--- src/rtl/wdog_pkg.sv ---
package wdog_pkg;

  // Registered expiry event that drives the two output pulses
  typedef enum logic [1:0] {
    WD_IDLE  = 2'd0,
    WD_RESET = 2'd1,
    WD_WAKE  = 2'd2
  } wd_evt_e;

  // Pick the pulse kind for an expiry, or idle when there is none
  function automatic wd_evt_e wd_classify(input logic expire, input logic asleep);
    if (!expire)     return WD_IDLE;
    else if (asleep) return WD_WAKE;
    else             return WD_RESET;
  endfunction

endpackage

--- src/rtl/wdog_ctrl.sv ---
module wdog_ctrl (
  input  logic cfg_en,
  input  logic sw_en,
  input  logic clr_instr,
  input  logic sleep_enter,
  input  logic clk_fail,
  output logic run,
  output logic clr
);

  logic sw_path;

  always_comb begin
    // The software enable matters only while the configuration bit is off
    sw_path = ~cfg_en & sw_en;
    run     = cfg_en | sw_path;
    clr     = clr_instr | sleep_enter | clk_fail;
  end

endmodule

--- src/rtl/wdog_prescale.sv ---
module wdog_prescale #(
  parameter int PRE_DIV = 128
) (
  input  logic clk,
  input  logic rst_n,
  input  logic run,
  input  logic clr,
  output logic tick
);

  localparam int PW = (PRE_DIV > 2) ? $clog2(PRE_DIV) : 1;
  localparam logic [PW-1:0] LAST = PW'(PRE_DIV - 1);

  logic [PW-1:0] cnt_q, cnt_d;
  logic          at_last;
  logic          hold;

  always_comb begin
    at_last = (cnt_q == LAST);
    hold    = ~run | clr;
    tick    = ~hold & at_last;
    if (hold)         cnt_d = '0;
    else if (at_last) cnt_d = '0;
    else              cnt_d = cnt_q + PW'(1);
  end

  always_ff @(posedge clk or negedge rst_n) begin
    if (!rst_n) cnt_q <= '0;
    else        cnt_q <= cnt_d;
  end


  presc_idle_chk: assert property (@(posedge clk) disable iff (!rst_n)
    !run |=> (cnt_q == '0));


  presc_wrap_chk: assert property (@(posedge clk) disable iff (!rst_n)
    tick |=> (cnt_q == '0));

endmodule

--- src/rtl/wdog_postscale.sv ---
module wdog_postscale #(
  parameter int POST_W = 16,
  parameter int SEL_W  = 4
) (
  input  logic             clk,
  input  logic             rst_n,
  input  logic             run,
  input  logic             clr,
  input  logic             tick,
  input  logic [SEL_W-1:0] tap_sel,
  output logic             expire
);

  localparam int CNT_W = POST_W - 1;
  localparam int NTAP  = 1 << SEL_W;

  logic [CNT_W-1:0] cnt_q, cnt_d;
  logic [NTAP-1:0]  term_vec;
  logic             at_term;

  // Tap i is terminal once the lower i count bits are all ones
  for (genvar i = 0; i < NTAP; i++) begin : g_tap
    if (i == 0) begin : g_first
      assign term_vec[i] = 1'b1;
    end else begin : g_rest
      assign term_vec[i] = &cnt_q[i-1:0];
    end
  end

  always_comb begin
    at_term = term_vec[tap_sel];
    expire  = tick & at_term & ~clr;
    if (~run | clr)   cnt_d = '0;
    else if (expire)  cnt_d = '0;
    else if (tick)    cnt_d = cnt_q + CNT_W'(1);
    else              cnt_d = cnt_q;
  end

  always_ff @(posedge clk or negedge rst_n) begin
    if (!rst_n) cnt_q <= '0;
    else        cnt_q <= cnt_d;
  end


  post_restart_chk: assert property (@(posedge clk) disable iff (!rst_n)
    expire |=> (cnt_q == '0));


  post_idle_chk: assert property (@(posedge clk) disable iff (!rst_n)
    !run |=> (cnt_q == '0));


  post_clear_chk: assert property (@(posedge clk) disable iff (!rst_n)
    clr |=> (cnt_q == '0));

endmodule

--- src/rtl/wdog_top.sv ---
module wdog_top #(
  parameter int PRE_DIV = 128,
  parameter int POST_W  = 16,
  parameter int SEL_W   = 4
) (
  input  logic             clk,
  input  logic             rst_n,
  input  logic             cfg_en,
  input  logic             sw_en,
  input  logic [SEL_W-1:0] tap_sel,
  input  logic             clr_instr,
  input  logic             sleep_enter,
  input  logic             clk_fail,
  input  logic             in_sleep,
  output logic             wdt_reset,
  output logic             wdt_wake
);

  import wdog_pkg::*;

  logic [1:0] rst_sync_q;
  logic       rst_i;
  logic       run, clr, tick, expire;
  wd_evt_e    evt_q, evt_d;

  // Asynchronous assertion, synchronous release
  always_ff @(posedge clk or negedge rst_n) begin
    if (!rst_n) rst_sync_q <= 2'b00;
    else        rst_sync_q <= {rst_sync_q[0], 1'b1};
  end
  assign rst_i = rst_sync_q[1];

  wdog_ctrl u_ctrl (
    .cfg_en      (cfg_en),
    .sw_en       (sw_en),
    .clr_instr   (clr_instr),
    .sleep_enter (sleep_enter),
    .clk_fail    (clk_fail),
    .run         (run),
    .clr         (clr)
  );

  wdog_prescale #(.PRE_DIV(PRE_DIV)) u_pre (
    .clk   (clk),
    .rst_n (rst_i),
    .run   (run),
    .clr   (clr),
    .tick  (tick)
  );

  wdog_postscale #(.POST_W(POST_W), .SEL_W(SEL_W)) u_post (
    .clk     (clk),
    .rst_n   (rst_i),
    .run     (run),
    .clr     (clr),
    .tick    (tick),
    .tap_sel (tap_sel),
    .expire  (expire)
  );

  always_comb begin
    evt_d = wd_classify(expire, in_sleep);
  end

  always_ff @(posedge clk or negedge rst_i) begin
    if (!rst_i) evt_q <= WD_IDLE;
    else        evt_q <= evt_d;
  end

  assign wdt_reset = (evt_q == WD_RESET);
  assign wdt_wake  = (evt_q == WD_WAKE);


  rst_pulse_chk: assert property (@(posedge clk) disable iff (!rst_i)
    wdt_reset |=> !wdt_reset);


  wake_pulse_chk: assert property (@(posedge clk) disable iff (!rst_i)
    wdt_wake |-> $past(in_sleep));


  clr_wins_chk: assert property (@(posedge clk) disable iff (!rst_i)
    clr |=> !(wdt_reset || wdt_wake));


  off_quiet_chk: assert property (@(posedge clk) disable iff (!rst_i)
    !run |=> !(wdt_reset || wdt_wake));

endmodule

--- config.mk ---
export PLATFORM = sky130hd
export DESIGN_NAME = wdog_top
export DESIGN_NICKNAME = d
export VERILOG_FILES = /design/src/rtl/wdog_pkg.sv /design/src/rtl/wdog_ctrl.sv /design/src/rtl/wdog_prescale.sv /design/src/rtl/wdog_postscale.sv /design/src/rtl/wdog_top.sv
export SDC_FILE = /design/constraint.sdc
export NUM_CORES = 1
export LEC_CHECK = 0
export CORE_MARGIN = 8
export CORE_UTILIZATION = 40
export CTS_CLUSTER_DIAMETER = 80
export DETAILED_ROUTE_END_ITERATION = 8
export GPL_ROUTABILITY_DRIVEN = 1
export SYNTH_ARGS = -nofsm -noshare
export SYNTH_HDL_FRONTEND = slang
export SYNTH_SLANG_ARGS = --single-unit
--- constraint.sdc ---
create_clock -name clk -period 1.3 [get_ports clk]
set_input_delay 0.39 -clock clk [delete_from_list [all_inputs] [get_ports clk]]
set_output_delay 0.39 -clock clk [all_outputs]
set_load 0.05 [all_outputs]
==> flow_summary_export.csv <==
group,metric,value,unit
worst_setup_path,crit_required,1520,ps
place,io_buffers,13,
clock_tree,path_clk_slew,100,ps
final_layout,syn2layout_area_growth,58.0,%
timing,setup_ws,-884,ps
floorplan,die_y,76.9,um
detailed_routing,firstDrtPassIters,4,
logic_synthesis,synthesis.nets,179,
timing,fin_skew,10.6,ps
logic_synthesis,synth-edff-count,0,
logic_synthesis,yosysWarnings,0,
detailed_routing,drt_wl_total,4170,um
clock_tree,clock_sinks,26,
logic_synthesis,netlist_area,1480,um2
detailed_routing,wl_per_cell,15.1,um
global_route,grt_max_degree,25,
clock_tree,htree_levels,1,
final_layout,multiInputGateArea,973,um2
global_route,grt_pass1_vias,1548,
timing,period_share,168,%
power_and_ir_drop,p_total,1.62,mW
global_route,grt_pass1_wl,7010,um
floorplan,num_rows,22,
logic_synthesis,synth.avg_cell_area,9.16,um2
detailed_routing,routed_via_density,5.36,
floorplan,die_area,5920,um2
floorplan,core_area,3610,um2
timing,grt_setup_unrepaired,"true",
place,place_inst,264,
power_and_ir_drop,vdd_drop_max,0.339,mV
detailed_routing,drt_iter0_markers,81,
logic_synthesis,synthCells,162,
detailed_routing,drc,0,
worst_setup_path,critical_path_class,"reg2reg",
floorplan,fp.dieW,76.9,um
clock_tree,cts_buffers,3,
floorplan,io_pins,14,
final_layout,drive_gt1_share,43.0,%
final_layout,fillers,283,
final_layout,layout_commonest_cell,"buf_4",
detailed_routing,antenna_left,0,
worst_setup_path,cp.arrival,2410,ps
power_and_ir_drop,power.leakage,1.22,nW
worst_setup_path,reg2regPathDepth,9,
logic_synthesis,synth_seq_area_share,43.8,%
clock_tree,clock_path_buffers,2,
logic_synthesis,ys_ff_latch,26,
clock_tree,clk_latency,280,ps
final_layout,num_antenna_cells,0,
place,gp_routability_congestion,0.895,
hold_path,min_path_type,"reg2async",
timing,fmax,0.458,GHz
global_route,overflow,0,
status,violations,"negative setup slack",
logic_synthesis,synth-main-ff-cell,"dfrtp_1",
final_layout,final_cell_mix,"46 x buf_4, 26 x dfrtp_1, 24 x nand2_1",
status,status,"finished with violations",
worst_setup_path,path_max_fanout,5,
worst_setup_path,cp-start-kind,"register",
final_layout,instances_no_fill,276,
clock_tree,cts_tree,"done",
clock_tree,cts_root_buf,"clkbuf_8",
timing,period_minus_slack,2180,ps
detailed_routing,num_vias,1478,
logic_synthesis,synth_cell_types,43,
place,dp_slack,-1150,ps
timing,maxSlewViolCount,0,
place,dp_hpwl,2920,um
timing,timing.final.hold_violations,0,
logic_synthesis,synth_async_sr_flop_share,100,%
timing,setup_viol_count_final,19,
global_route,antenna_found_initial,0,
global_route,grt_use_total,14.2,%
power_and_ir_drop,power.density,693,nW/um2
clock_tree,cts_hold_buf,0,
final_layout,final_nets,246,
run,drv_cap,0,
final_layout,layout.area.seq,651,um2
floorplan,initial_core_util,41.2,%
worst_setup_path,cp-end-kind,"register",
-- Yosys cell counts (all sizes together) (3+ instances only) --
cell / number / area share (%)
nand2: 24 / 6.1
and2: 9 / 3.8
nor3: 3 / 1.3
xnor2: 3 / 1.8
inv: 5 / 1.3
o21ai: 3 / 1.0
a22o: 4 / 2.4
buf: 3 / 1.9
nor2: 18 / 4.6
and3: 5 / 2.1
dfrtp: 26 / 44
nor2b: 5 / 2.1
a21oi: 3 / 1.3
ha: 5 / 4.2
o22ai: 10 / 4.2
a211oi: 3 / 1.5
nand3: 9 / 3.0
-- power breakdown --
group	internal (mW)	total [mW]	switching (mW)
sequential	0.812	0.814	0.00162
combinational	0.0639	0.129	0.0653
clock	0.412	0.681	0.268
-- sequential cells by signal (all words and copies together), names as in the netlist --
name,flops
rst_sync_q,2
u_post.cnt_q,15
u_pre.cnt_q,7
evt_q,2
-- path summary, 6_finish.rpt --
kind	from	endpoint	slack (ps)
setup / recovery	u_post.cnt_q[1]	u_post.cnt_q[4]	-880
hold / removal	rst_sync_q[1]	u_post.cnt_q[2]	220
max in group asynchronous	rst_sync_q[1]	evt_q[0]	830
hold reg to reg	rst_sync_q[1]	u_post.cnt_q[2]	220
setup reg to reg	u_post.cnt_q[1]	u_post.cnt_q[4]	-880
min in group clk	rst_sync_q[0]	rst_sync_q[1]	360
-- area by class of cell --
cell class	instances	share of cell area [%]
Multi-Input combinational cell	127	41.5
Clock buffer	3	1.76
Clock inverter	1	1.28
Timing Repair Buffer	66	24.3
Tap cell	48	2.56
Sequential cell	26	27.7
Inverter	5	0.800
-- per-layer routing --
layer	wire [um]	share of wire (%)	global-route usage (%)	up-vias
li1	-	-	-	702
met1	1800	43	16.4	736
met2	2170	52	26.0	31
met3	115	2.8	1.98	9
met4	78	1.9	4.62	0
met5	0	0	0	-
-- stage by stage --
step | TNS, ps | util, % | hold slack, ps | area, um2
finish | -14110 | 65.0 | 219 | 2340
global route | -16220 | 65.0 | 257 | 2340
CTS | -14700 | 62.2 | 238 | 2240
detailed placement | -20600 | 57.0 | 232 | 2060
global placement | -19380 | 57.0 | 230 | 2060
floorplan | -13350 | - | 94.4 | 1530
-- critical path, cell delays in order, from the launching register on --
cell and delay [ps]:
dfrtp_1 400, ha_2 200, and3_4 170, ha_4 150, mux2_4 280, a311oi_4 230
nor3b_4 310, buf_12 150, or2_4 130, a22o_1 130
-- cell families after synthesis --
kind of cell	share of synthesized area, %
AOI/OAI and AO/OA	14.8
xor gates and xnor gates	2.95
adders and majority gates	4.22
buffers and inverters	3.37
DFF	43.8
muxes	1.69
other	0.253
and+or+nand+nor	28.8
-- timing repair --
item / in CTS / in global routing
pin swaps: 22 / 8
setup buffers: 5 / 4
endpoints found under the setup margin: 25 / 25
cloned: 1 / 0
gates resized for setup: 31 / 22
endpoints found under the hold margin: 0 / 0
Power figures use the tool's default switching activity.
